===== src/rtl/rxmux_pkg.sv =====
package rxmux_pkg;
  localparam int NUM_CH   = 4;
  localparam int NUM_ADC  = 4;
  localparam int FIELD_W  = 4;
  localparam int CFG_W    = 2 * NUM_CH * FIELD_W;
  localparam logic [FIELD_W-1:0] ZERO_CODE = '1;
  localparam logic [FIELD_W-1:0] ADC_LIM   = FIELD_W'(NUM_ADC);

  // One channel's selection pair; i sits in the low nibble.
  typedef struct packed {
    logic [FIELD_W-1:0] q;
    logic [FIELD_W-1:0] i;
  } lane_sel_t;

  typedef lane_sel_t [NUM_CH-1:0] route_cfg_t;

  // Default routing: all I from ADC 0, all Q forced to zero.
  function automatic route_cfg_t reset_route();
    route_cfg_t r;
    for (int ch = 0; ch < NUM_CH; ch++) begin
      r[ch].i = '0;
      r[ch].q = ZERO_CODE;
    end
    return r;
  endfunction
endpackage


===== src/rtl/rxmux_cfg.sv =====
module rxmux_cfg
  import rxmux_pkg::*;
(
  input  logic             clk,
  input  logic             rst,
  input  logic             we,
  input  logic [CFG_W-1:0] wdata,
  output route_cfg_t       route,
  output logic             zero_mode,
  output logic             err
);
  route_cfg_t wr_fields;
  logic       wr_legal;
  logic       wr_zero;

  assign wr_fields = route_cfg_t'(wdata);

  always_comb begin
    int nzero;
    nzero    = 0;
    wr_legal = 1'b1;
    for (int ch = 0; ch < NUM_CH; ch++) begin
      if (wr_fields[ch].i >= ADC_LIM) wr_legal = 1'b0;
      if (wr_fields[ch].q == ZERO_CODE) nzero++;
      else if (wr_fields[ch].q >= ADC_LIM) wr_legal = 1'b0;
    end
    if (nzero != 0 && nzero != NUM_CH) wr_legal = 1'b0;
    wr_zero = (nzero == NUM_CH);
  end

  always_ff @(posedge clk) begin
    if (rst) begin
      route     <= reset_route();
      zero_mode <= 1'b1;
      err       <= 1'b0;
    end else if (we) begin
      if (wr_legal) begin
        route     <= wr_fields;
        zero_mode <= wr_zero;
      end
      err <= ~wr_legal;
    end
  end

  // rejected write keeps the routing
  a_r6_keep_route: assert property (@(posedge clk) disable iff (rst)
    (we && !wr_legal) |=> $stable(route) && $stable(zero_mode));
  // rejected write raises the flag
  a_r6_err_set: assert property (@(posedge clk) disable iff (rst)
    (we && !wr_legal) |=> err);
  // flag only moves on a write
  a_r6_err_sticky: assert property (@(posedge clk) disable iff (rst)
    !we |=> $stable(err));
  // an accepted word never mixes zero and non-zero Q codes
  a_r5_zero_consistent: assert property (@(posedge clk) disable iff (rst)
    zero_mode |-> (route[0].q == ZERO_CODE && route[NUM_CH-1].q == ZERO_CODE));
endmodule


===== src/rtl/rxmux_sel.sv =====
module rxmux_sel
  import rxmux_pkg::*;
#(
  parameter int SAMPLE_W = 16
) (
  input  logic [FIELD_W-1:0]                code,
  input  logic [NUM_ADC-1:0][SAMPLE_W-1:0]  adc,
  output logic [SAMPLE_W-1:0]               y
);
  // Codes outside the ADC range (the zero code) select nothing.
  always_comb begin
    y = '0;
    for (int a = 0; a < NUM_ADC; a++)
      if (code == FIELD_W'(a)) y = adc[a];
  end
endmodule


===== src/rtl/rxmux_xbar.sv =====
module rxmux_xbar
  import rxmux_pkg::*;
#(
  parameter int SAMPLE_W = 16
) (
  input  logic                         clk,
  input  logic                         rst,
  input  logic                         cfg_we,
  input  logic [CFG_W-1:0]             cfg_wdata,
  input  logic                         in_valid,
  input  logic [NUM_ADC*SAMPLE_W-1:0]  adc_data,
  output logic                         out_valid,
  output logic [NUM_CH*SAMPLE_W-1:0]   i_data,
  output logic [NUM_CH*SAMPLE_W-1:0]   q_data,
  output logic                         cfg_err
);
  localparam int BUS_W = NUM_CH * SAMPLE_W;

  route_cfg_t                        route;
  logic                              zero_mode;
  logic [NUM_ADC-1:0][SAMPLE_W-1:0]  adc_arr;
  logic [BUS_W-1:0]                  i_sel;
  logic [BUS_W-1:0]                  q_sel;

  assign adc_arr = adc_data;

  rxmux_cfg u_cfg (
    .clk       (clk),
    .rst       (rst),
    .we        (cfg_we),
    .wdata     (cfg_wdata),
    .route     (route),
    .zero_mode (zero_mode),
    .err       (cfg_err)
  );

  for (genvar ch = 0; ch < NUM_CH; ch++) begin : g_ch
    rxmux_sel #(.SAMPLE_W(SAMPLE_W)) u_isel (
      .code (route[ch].i),
      .adc  (adc_arr),
      .y    (i_sel[ch*SAMPLE_W +: SAMPLE_W])
    );
    rxmux_sel #(.SAMPLE_W(SAMPLE_W)) u_qsel (
      .code (route[ch].q),
      .adc  (adc_arr),
      .y    (q_sel[ch*SAMPLE_W +: SAMPLE_W])
    );
  end

  always_ff @(posedge clk) begin
    if (rst) begin
      out_valid <= 1'b0;
      i_data    <= '0;
      q_data    <= '0;
    end else begin
      out_valid <= in_valid;
      if (in_valid) begin
        i_data <= i_sel;
        q_data <= q_sel;
      end
    end
  end

  // one cycle from input strobe to output strobe
  a_r7_valid_follow: assert property (@(posedge clk) disable iff (rst)
    in_valid |=> out_valid);
  a_r7_valid_quiet: assert property (@(posedge clk) disable iff (rst)
    !in_valid |=> !out_valid);
  // outputs hold between samples
  a_r7_hold: assert property (@(posedge clk) disable iff (rst)
    !out_valid |-> ($stable(i_data) && $stable(q_data)));
  // zero mode forces every Q output to zero
  a_r3_zero_q: assert property (@(posedge clk) disable iff (rst)
    (out_valid && $past(zero_mode)) |-> (q_data == '0));
endmodule


===== config.mk =====
export PLATFORM = sky130hd
export DESIGN_NAME = rxmux_xbar
export DESIGN_NICKNAME = d
export VERILOG_FILES = /design/src/rtl/rxmux_pkg.sv /design/src/rtl/rxmux_cfg.sv /design/src/rtl/rxmux_sel.sv /design/src/rtl/rxmux_xbar.sv
export SDC_FILE = /design/constraint.sdc
export NUM_CORES = 1
export LEC_CHECK = 0
export BUFFER_PORTS_ARGS = -buffer_cell sky130_fd_sc_hd__buf_4
export CAP_MARGIN = 25
export CORE_MARGIN = 4
export CORE_UTILIZATION = 33
export CTS_BUF_LIST = sky130_fd_sc_hd__clkbuf_16
export DETAILED_ROUTE_END_ITERATION = 10
export GPL_TIMING_DRIVEN = 0
export SETUP_SLACK_MARGIN = 0.5
export SYNTH_ARGS = -nofsm -noshare
export SYNTH_HDL_FRONTEND = slang
export SYNTH_HIERARCHICAL = 1
export SYNTH_SLANG_ARGS = --single-unit

===== constraint.sdc =====
create_clock -name clk -period 8.8 [get_ports clk]
set_input_delay 2.2 -clock clk [delete_from_list [all_inputs] [get_ports clk]]
set_output_delay 2.2 -clock clk [all_outputs]
set_load 0.02 [all_outputs]

==> impl_results.md <==
- Syn nets: between 1000 and 1500
- WP data required: just over 9000 ps
- Worst Tran Pin Value: between 600 and 700 ps
- Clk pin slew, worst setup/hold paths: 80 ps
- Fmax: between 0.2 and 0.25 GHz
- Worst reg2reg path startpoint: u_cfg/route[29]
- Hold Crit Class: reg2reg
- Worst path bufs/invs: 3
- TritonCTS clock tree: built
- Via/cell ratio: 5.39
- Total grt overflow: 0
- Post-CTS Hold Buffers: 0
- Initial antenna violation count: 5
- Yosys warns: 6
- Most common cell after layout, fill and taps aside: mux2i_1
- Post-route clock period utilization: 0.460
- Io pins: 230
- Final core occ: 0.431
- Number of clock sinks: around 160
- Fin Setup TNS: 0 ps
- Setup slack at placement: 4310 ps
- R2R setup slack: approximately 7200 ps
- Max cap viols: 0
- TritonCTS Buffers: 17
- Final setup violating endpoints: 0
- Critical Path Fanout Max: 9
- Arrival @ worst endpoint: between 4000 and 5000 ps
- Core Area: approximately 0.030 mm²
- Clock Root Buffer: clkbuf_16
- Vias: around 9000
- Hold path startpoint: u_cfg/route[1]
- Top delay family on crit path: adder cells
- Netlist Area Pre-Place: 0.0101 mm²
- Syn Area/Cell: 9.86 µm²
- Clock Skew: between 15 and 20 ps
- Worst R2R Path Depth: 6
- P per Cell Area: approximately 140 mW/mm²
- Cells after synthesis: between 1000 and 1500
- PortBufs: between 200 and 250
- RSZ-0062 raised after global routing: no
- Slowest cell on the critical path: o32a_1
- Minimum clock period: approximately 4000 ps
- Worst setup path endpoint: u_cfg/route[23]
- Slew Limit Fails: 0
- First-pass GRT wire length: about 55000 µm
- Routed Antenna Nets: 0
- WL final: roughly 37000 µm
- Die height: approximately 180 µm
- Critical Path Start Type: input port
- Total track usage: 0.211
- Final worst-path setup slack: 4760 ps
- RD Place Congestion: 0.897
- Layout cells sized above 1: 0.276
- DRC Markers: 0
- Critical Path Sink Type: flop
- HPWL Detailed: just under 30000 µm
- Crit path cell chain: buf_4, nand4_1, ha_1, xnor2_1, ha_1, nor3_1, o32a_1, and2_4, buf_6, buf_6, o31a_1
- Buffer depth of the longest clock path: 2
- CP max stage delay: roughly 390 ps
- Die footprint: 0.0335 mm²
- H-tree depth: 4
- Detailed Routing Iterations Pass 1: 5
- Die width: approximately 180 µm
- Most frequent cells in the layout: mux2i_1 (392), buf_4 (229), dfxtp_1 (162)
- Final hold violations: 0
- Largest net degree at the start of global routing: 17
- Status: finished clean
- Post-CTS Setup Inserts: 0
- Post-CTS sizing: 0
- Peak supply drop: 0.000130 V
- Site Rows: 63
- Area Growth Syn to Fin: 27.7%
- Final total power: ~1.8 mW
- Starting Density: 0.337
- Slew headroom: 0.546
- Final #Nets: 1374
- Clock latency at the later pin of the worst-skew pair: between 400 and 500 ps
- Routed wire per std cell: about 22 µm
- Static Leak: ~6 nW
- CP Class: in2reg
- Crit path from: cfg_wdata[5]
- Number of global-route vias before repair: about 9000
- DR iter-0 viols: between 500 and 600
- Worst R2R End: q_data[61]
- Worst path depth: 11
-- metal layers --
metal,share of wire,track usage
met5,0.0015,0
met4,0.027,0.0593
met3,0.072,0.0549
met2,0.47,0.349
met1,0.43,0.273
-- sequential cells by signal, indices dropped and copies added, names as in the netlist --
register	flops
i_data	64
out_valid	1
q_data	64
u_cfg/err	1
u_cfg/route	32
-- how the worst min path moves through the flow --
stage / slack [ps] / depth (start not counted) / endpoint
finish: 480 / 2 / u_cfg/route[1]
global route: 490 / 2 / u_cfg/route[9]
CTS: 480 / 2 / u_cfg/route[1]
detailed placement: 470 / 2 / u_cfg/route[1]
global placement: 450 / 2 / u_cfg/route[25]
floorplan: 440 / 2 / u_cfg/route[17]
-- layout make-up --
cell class / count / area, µm²
flip-flops and latches: 162 / 3240
fillers: 2953 / 17000
well taps: 390 / 488
diodes: 3 / 7.51
plain buffers: 105 / 893
clock buffers: 17 / 425
clock inverters: 15 / 179
inverters: 3 / 11.3
repair buffers: 227 / 1700
multi-input cells: 755 / 5960
-- per-stage QoR --
stage	std cells	cell area, µm²	hold slack (ps)
after floorplan	1025	10100	439
after global placement	1642	12300	454
after detailed placement	1642	12300	470
after CTS	1674	12900	483
after global routing	1674	12900	495
final	1677	12900	481
-- power by group --
part	internal (mW)	switching, mW	leakage [nW]
Combinational	0.120	0.151	4.55
Sequential	0.751	0.0123	1.32
Clock	0.450	0.335	0.291
-- worst register-to-register path, delay by kind of cell, from the launching register on --
family | cells | cell delay, ps
AO/OA/AOI/OAI | 1 | 130
buffers and inverters | 2 | 570
flip-flops | 1 | 340
multiplexers | 2 | 430
AND/OR/NAND/NOR | 1 | 60
Power figures use the tool's default switching activity.
